[src/rtl/otx_pkg.sv]
// Shared constants for the OUT transfer tracker: flag positions and count.
package otx_pkg;
    localparam int FLAG_N = 3;
    localparam int F_EOP  = 0;
    localparam int F_EOT  = 1;
    localparam int F_THR  = 2;
endpackage

[src/rtl/otx_flag_bit.sv]
// One sticky status bit: set has priority over a write-one clear.
// Assumes set and clr are single-cycle qualified pulses.
module otx_flag_bit (
    input  logic clk,
    input  logic rst_n,
    input  logic set,
    input  logic clr,
    output logic q
);
    // Hold the flag until cleared; a coincident set keeps it high.
    always_ff @(posedge clk) begin
        if (!rst_n)   q <= 1'b0;
        else if (set) q <= 1'b1;
        else if (clr) q <= 1'b0;
    end
endmodule

[src/rtl/otx_level_watch.sv]
// Detects the cycle where the FIFO level rises above the threshold.
// Assumes level and threshold are stable, synchronous inputs.
module otx_level_watch #(
    parameter int LVL_W = 8
) (
    input  logic             clk,
    input  logic             rst_n,
    input  logic [LVL_W-1:0] level,
    input  logic [LVL_W-1:0] thresh,
    output logic             rise
);
    logic above, above_q;

    // Compare current level against the programmed threshold.
    always_comb above = (level > thresh);

    // Remember last comparison so only an upward crossing counts.
    always_ff @(posedge clk) begin
        if (!rst_n) above_q <= 1'b0;
        else        above_q <= above;
    end

    // Pulse on the false-to-true transition of the comparison.
    always_comb rise = above & ~above_q;
endmodule

[src/rtl/otx_xfer_judge.sv]
// Qualifies incoming packets, classifies short ones and totals the bytes
// of the current transfer. Assumes max_pkt is nonzero and CNT_W >= LEN_W.
module otx_xfer_judge #(
    parameter int LEN_W = 7,
    parameter int CNT_W = 10
) (
    input  logic             clk,
    input  logic             rst_n,
    input  logic             pkt_good,
    input  logic [LEN_W-1:0] pkt_len,
    input  logic [LEN_W-1:0] max_pkt,
    input  logic             eot_pending,
    input  logic             eot_ack,
    input  logic             bus_reset,
    output logic             accept,
    output logic             ends_xfer,
    output logic [CNT_W-1:0] byte_cnt
);
    localparam int SUM_W = CNT_W + 1;

    logic [SUM_W-1:0] sum;

    // A packet counts only when not NAKed and not hit by a bus reset.
    always_comb accept = pkt_good & ~eot_pending & ~bus_reset;

    // Short or zero-length packets close the transfer.
    always_comb ends_xfer = accept & (pkt_len < max_pkt);

    // Widened sum for saturation detection.
    always_comb sum = {1'b0, byte_cnt} + SUM_W'(pkt_len);

    // Running byte total, cleared on acknowledge or bus reset.
    always_ff @(posedge clk) begin
        if (!rst_n)                     byte_cnt <= '0;
        else if (bus_reset || eot_ack)  byte_cnt <= '0;
        else if (accept)                byte_cnt <= sum[CNT_W] ? '1 : sum[CNT_W-1:0];
    end
endmodule

[src/rtl/out_xfer_tracker.sv]
// Top: decides end of OUT transfers, forces NAK while the end is pending,
// and keeps masked sticky flags. Assumes all inputs are synchronous to clk.
module out_xfer_tracker #(
    parameter int LEN_W = 7,
    parameter int LVL_W = 8,
    parameter int CNT_W = 10
) (
    input  logic             clk,
    input  logic             rst_n,
    input  logic             bus_reset,
    input  logic             pkt_good,
    input  logic [LEN_W-1:0] pkt_len,
    input  logic [LEN_W-1:0] max_pkt,
    input  logic [LVL_W-1:0] fifo_level,
    input  logic [LVL_W-1:0] thr_level,
    input  logic [2:0]       irq_mask,
    input  logic [2:0]       clr_w1c,
    output logic [2:0]       flags,
    output logic [2:0]       irq,
    output logic             force_nak,
    output logic [CNT_W-1:0] rem_bytes
);
    import otx_pkg::*;

    logic              accept, ends_xfer, lvl_rise, eot_ack;
    logic [FLAG_N-1:0] set_v, clr_v;

    // Software acknowledge of a pending end of transfer.
    always_comb eot_ack = clr_w1c[F_EOT] & flags[F_EOT];

    otx_xfer_judge #(.LEN_W(LEN_W), .CNT_W(CNT_W)) u_judge (
        .clk        (clk),
        .rst_n      (rst_n),
        .pkt_good   (pkt_good),
        .pkt_len    (pkt_len),
        .max_pkt    (max_pkt),
        .eot_pending(flags[F_EOT]),
        .eot_ack    (eot_ack),
        .bus_reset  (bus_reset),
        .accept     (accept),
        .ends_xfer  (ends_xfer),
        .byte_cnt   (rem_bytes)
    );

    otx_level_watch #(.LVL_W(LVL_W)) u_level (
        .clk   (clk),
        .rst_n (rst_n),
        .level (fifo_level),
        .thresh(thr_level),
        .rise  (lvl_rise)
    );

    // Collect set and clear requests per flag bit.
    always_comb begin
        set_v        = '0;
        set_v[F_EOP] = accept;
        set_v[F_EOT] = ends_xfer;
        set_v[F_THR] = lvl_rise;
        clr_v        = clr_w1c;
        clr_v[F_EOT] = clr_w1c[F_EOT] | bus_reset;
    end

    for (genvar i = 0; i < FLAG_N; i++) begin : g_flag
        otx_flag_bit u_bit (
            .clk  (clk),
            .rst_n(rst_n),
            .set  (set_v[i]),
            .clr  (clr_v[i]),
            .q    (flags[i])
        );
    end

    // Masked interrupt lines and NAK request back to the packet engine.
    always_comb begin
        irq       = flags & irq_mask;
        force_nak = flags[F_EOT];
    end
endmodule

[config.mk]
export PLATFORM = sky130hd
export DESIGN_NAME = out_xfer_tracker
export DESIGN_NICKNAME = d
export VERILOG_FILES = /design/src/rtl/otx_pkg.sv /design/src/rtl/otx_flag_bit.sv /design/src/rtl/otx_level_watch.sv /design/src/rtl/otx_xfer_judge.sv /design/src/rtl/out_xfer_tracker.sv
export SDC_FILE = /design/constraint.sdc
export NUM_CORES = 1
export LEC_CHECK = 0
export BUFFER_PORTS_ARGS = -buffer_cell sky130_fd_sc_hd__buf_2
export CAP_MARGIN = 20
export CELL_PAD_IN_SITES_DETAIL_PLACEMENT = 0
export CELL_PAD_IN_SITES_GLOBAL_PLACEMENT = 1
export CORE_MARGIN = 8
export CORE_UTILIZATION = 30
export CTS_CLUSTER_DIAMETER = 200
export DETAILED_ROUTE_END_ITERATION = 16
export MAX_ROUTING_LAYER = met4
export PLACE_DENSITY_LB_ADDON = 0.1
export SLEW_MARGIN = 20
export SYNTH_ARGS = -nofsm -noshare
export SYNTH_HDL_FRONTEND = slang
export SYNTH_SLANG_ARGS = --single-unit
[constraint.sdc]
create_clock -name clk -period 2.3 [get_ports clk]
set_input_delay 0.115 -clock clk [delete_from_list [all_inputs] [get_ports clk]]
set_output_delay 0.115 -clock clk [all_outputs]
set_load 0.02 [all_outputs]
==> results by group <==
STA
  – Min Tclk post-route: 2100 ps
  – Final setup viols: 0
  – Slew Viols, Final: 0
  – Highest Clock Rate: 477 MHz
  – Slew @ Worst Pin: 489 ps
  – Final worst setup slack: 202 ps
  – Setup TNS: 0 ps
  – Post-route clock period utilization: 0.912
  – Fin. Hold Viols: 0
  – Max_slew headroom: 0.674
  – RSZ-0062 raised after global routing: false
  – Layout Skew: 3.17 ps

Floorplan
  – Initial Util: 0.313
  – Die Wd: 80.6 um
  – Die H: 80.6 um
  – Core area: 4000 sq um
  – Io pins: 57
  – Rows: 23
  – Die area: 6500 sq um

Logic synthesis
  – Synthesized area: 1250 sq um
  – Multiplexer area fraction after synthesis: 0
  – Post-synth EDFFs: 0
  – Yosys warns: 0
  – Number of library cell types mapped by synthesis: 38
  – Top post-synthesis cells by area: dfxtp_1 22%, ha_1 21%, inv_1 5.1%
  – Sequential area share after synthesis: 0.224
  – XOR/XNOR Fraction of Synth Area: 0.0420
  – Asr flop ratio synth: 0
  – Synth top area share: 0.224
  – Synth area leader: dfxtp_1
  – Fraction of the mapped netlist area in compound gates: 0.245
  – Average cell area after synthesis: 8.64 sq um
  – Post-Synth Adder-Cell Area: 0.226
  – Yosys reg bits: 14
  – Mapped Nets: 207
  – Simple-Gate Fraction of Synth Area: 0.186
  – Largest family of logic cells by synthesized area: compound AO/OA/AOI/OAI gates
  – Mapped Cells: 145
  – Post-synth top flop: dfxtp_1

Global routing
  – Initial antenna violation count: 0
  – Largest net degree at the start of global routing: 12
  – Gr ovfl total: 0
  – First-pass GRT wire length: 5640 um
  – Tot GR Track Use: 0.110
  – Vias in the first global route: 1,216

Route
  – Per-cell routed wire length: 13.4 um
  – Routed vias/inst: 4.76
  – Vias: 1,196
  – Routed WL: 3360 um
  – # DRC: 0
  – TritonRoute pass-1 iters: 4
  – Number of nets with antenna violations after routing: 0
  – Initial drt markers: 28

Layout
  – N_diodes: 0
  – Share of layout cells above drive strength 1: 0.353
  – Finished Layout Cells: 251
  – Final #Nets: 264
  – Area Overhead vs Synth: 29.7%

Clock network
  – CTS buffer count: 3
  – Clock Sinks: 14
  – H-tree Lvls: 1
  – Clock Path Buffers: 2
  – Clock Latency Late Sink: 250 ps
  – TritonCTS clock tree: yes
  – Clk slew on worst S/H paths: 60 ps
  – Root Driver: clkbuf_8
  – Cts hold-fix bufs: 0
  – Post-CTS setup buffers: 0
  – CTS-repair resized insts: 0

Setup path
  – R2R Setup Slk: 200 ps
  – CP endpoint kind: flop
  – Startpoint Class: flop
  – Crit Path Max Fanout: 4
  – Kind of critical path: flop to flop
  – Worst endpoint data arrival time: 2220 ps
  – Required time worst endpoint: 2420 ps

Place
  – GPL Wtd Cong: 0.817
  – Port Buf Inserts: 56
  – Place WS: 228 ps
  – Hpwl dp: 2870 um
  – Placed insts: 247

Power and ir drop
  – Total design power: 0.706 mW
  – Leakage: 0.831 nW
  – Worst IR Drop VDD: 0.199 mV
  – Power per Cell Area: 435 nW/um^2

Min path
  – Hold Path Class: input pin to flop

Run
  – Max-Cap Viols: 0

Status
  – Status: finished clean
## layer usage
layer / up-vias / part of all wire / track usage
met1: 529 / 0.44 / 0.129
met5: - / 0 / -
met4: 0 / 0.0051 / 0.0327
li1: 636 / - / -
met2: 29 / 0.47 / 0.177
met3: 2 / 0.082 / 0.0290
## Yosys cell counts (all sizes together), types with 2 or more instances
master and count:
a211o 2, a211oi 5, a21o 3, a21oi 11, and2 3, and3 2
buf 5, dfxtp 14, ha 21, inv 17, nand2 6, nand2b 2
nand4 2, nor2 11, nor3 7, nor3b 2, o211ai 4, o21ai 6
o22ai 4, xnor2 3, xor2 3
## report_power, final
part | total [mW] | switching, mW | internal, mW
sequential | 0.260 | 0.00720 | 0.253
combinational | 0.200 | 0.106 | 0.0941
clock | 0.247 | 0.0950 | 0.152
total | 0.706 | 0.208 | 0.498
## worst max-delay path, stage by stage, from the launching register on
cell and delay (ps):
dfxtp_1 330, ha_1 230, fa_1 430, a211oi_1 380, o211a_4 270, nor2_4 60
nor3_1 210, nor3_1 70
## placed cells by master, fill, tap and decap left out, drive strengths merged, types with 2 or more instances in the layout
cell / instances
dfxtp: 14
o21ai: 6
a211o: 2
xnor2: 3
a211oi: 5
nand2: 6
buf: 57
ha: 21
nor3b: 2
nor2: 11
a21o: 3
o211ai: 4
and2: 3
xor2: 3
nand4: 2
and3: 2
nand2b: 2
inv: 17
clkbuf: 4
o22ai: 4
a21oi: 11
nor3: 7
## area by class of cell
type                            count  area (sq um)
Fill cell                         418          2380
Sequential cell                    14           280
Timing Repair Buffer               57           288
Inverter                           17          63.8
Tap cell                           50          62.6
Clock buffer                        4          55.1
Multi-Input combinational cell    109           875
## metrics by stage
| stage | utilization | hold slack [ps] | instance area (sq um) |
|---|---|---|---|
| detailed placement | 0.392 | 399 | 1570 |
| CTS | 0.406 | 142 | 1620 |
| global route | 0.406 | 158 | 1620 |
| floorplan | - | 274 | 1250 |
| finish | 0.406 | 135 | 1620 |
| global placement | 0.392 | 386 | 1570 |
## logic make-up (layout without fill, tap and decap cells)
| group | after synthesis | after routing |
|---|---|---|
| flip-flops | 14 | 14 |
| adder cells (fa/ha/maj) | 22 | 22 |
| AO/OA/AOI/OAI | 42 | 42 |
| XOR/XNOR | 6 | 6 |
| AND/OR/NAND/NOR | 39 | 39 |
| buffers and inverters | 22 | 78 |
## registers in the layout (all words and copies together) (netlist names)
register,cells
u_judge.byte_cnt,10
g_flag.u_bit.q,3
u_level.above_q,1
## path summary, 6_finish.rpt
| check | to | start | cells after the start |
|---|---|---|---|
| worst max-delay path | u_judge.byte_cnt[2] | u_judge.byte_cnt[0] | 7 |
| worst min-delay path | g_flag[0].u_bit.q | clr_w1c[0] | 3 |
| worst max register to register | u_judge.byte_cnt[2] | u_judge.byte_cnt[0] | 7 |
| worst min register to register | g_flag[2].u_bit.q | u_level.above_q | 2 |
(Power assumes the default switching activity.)
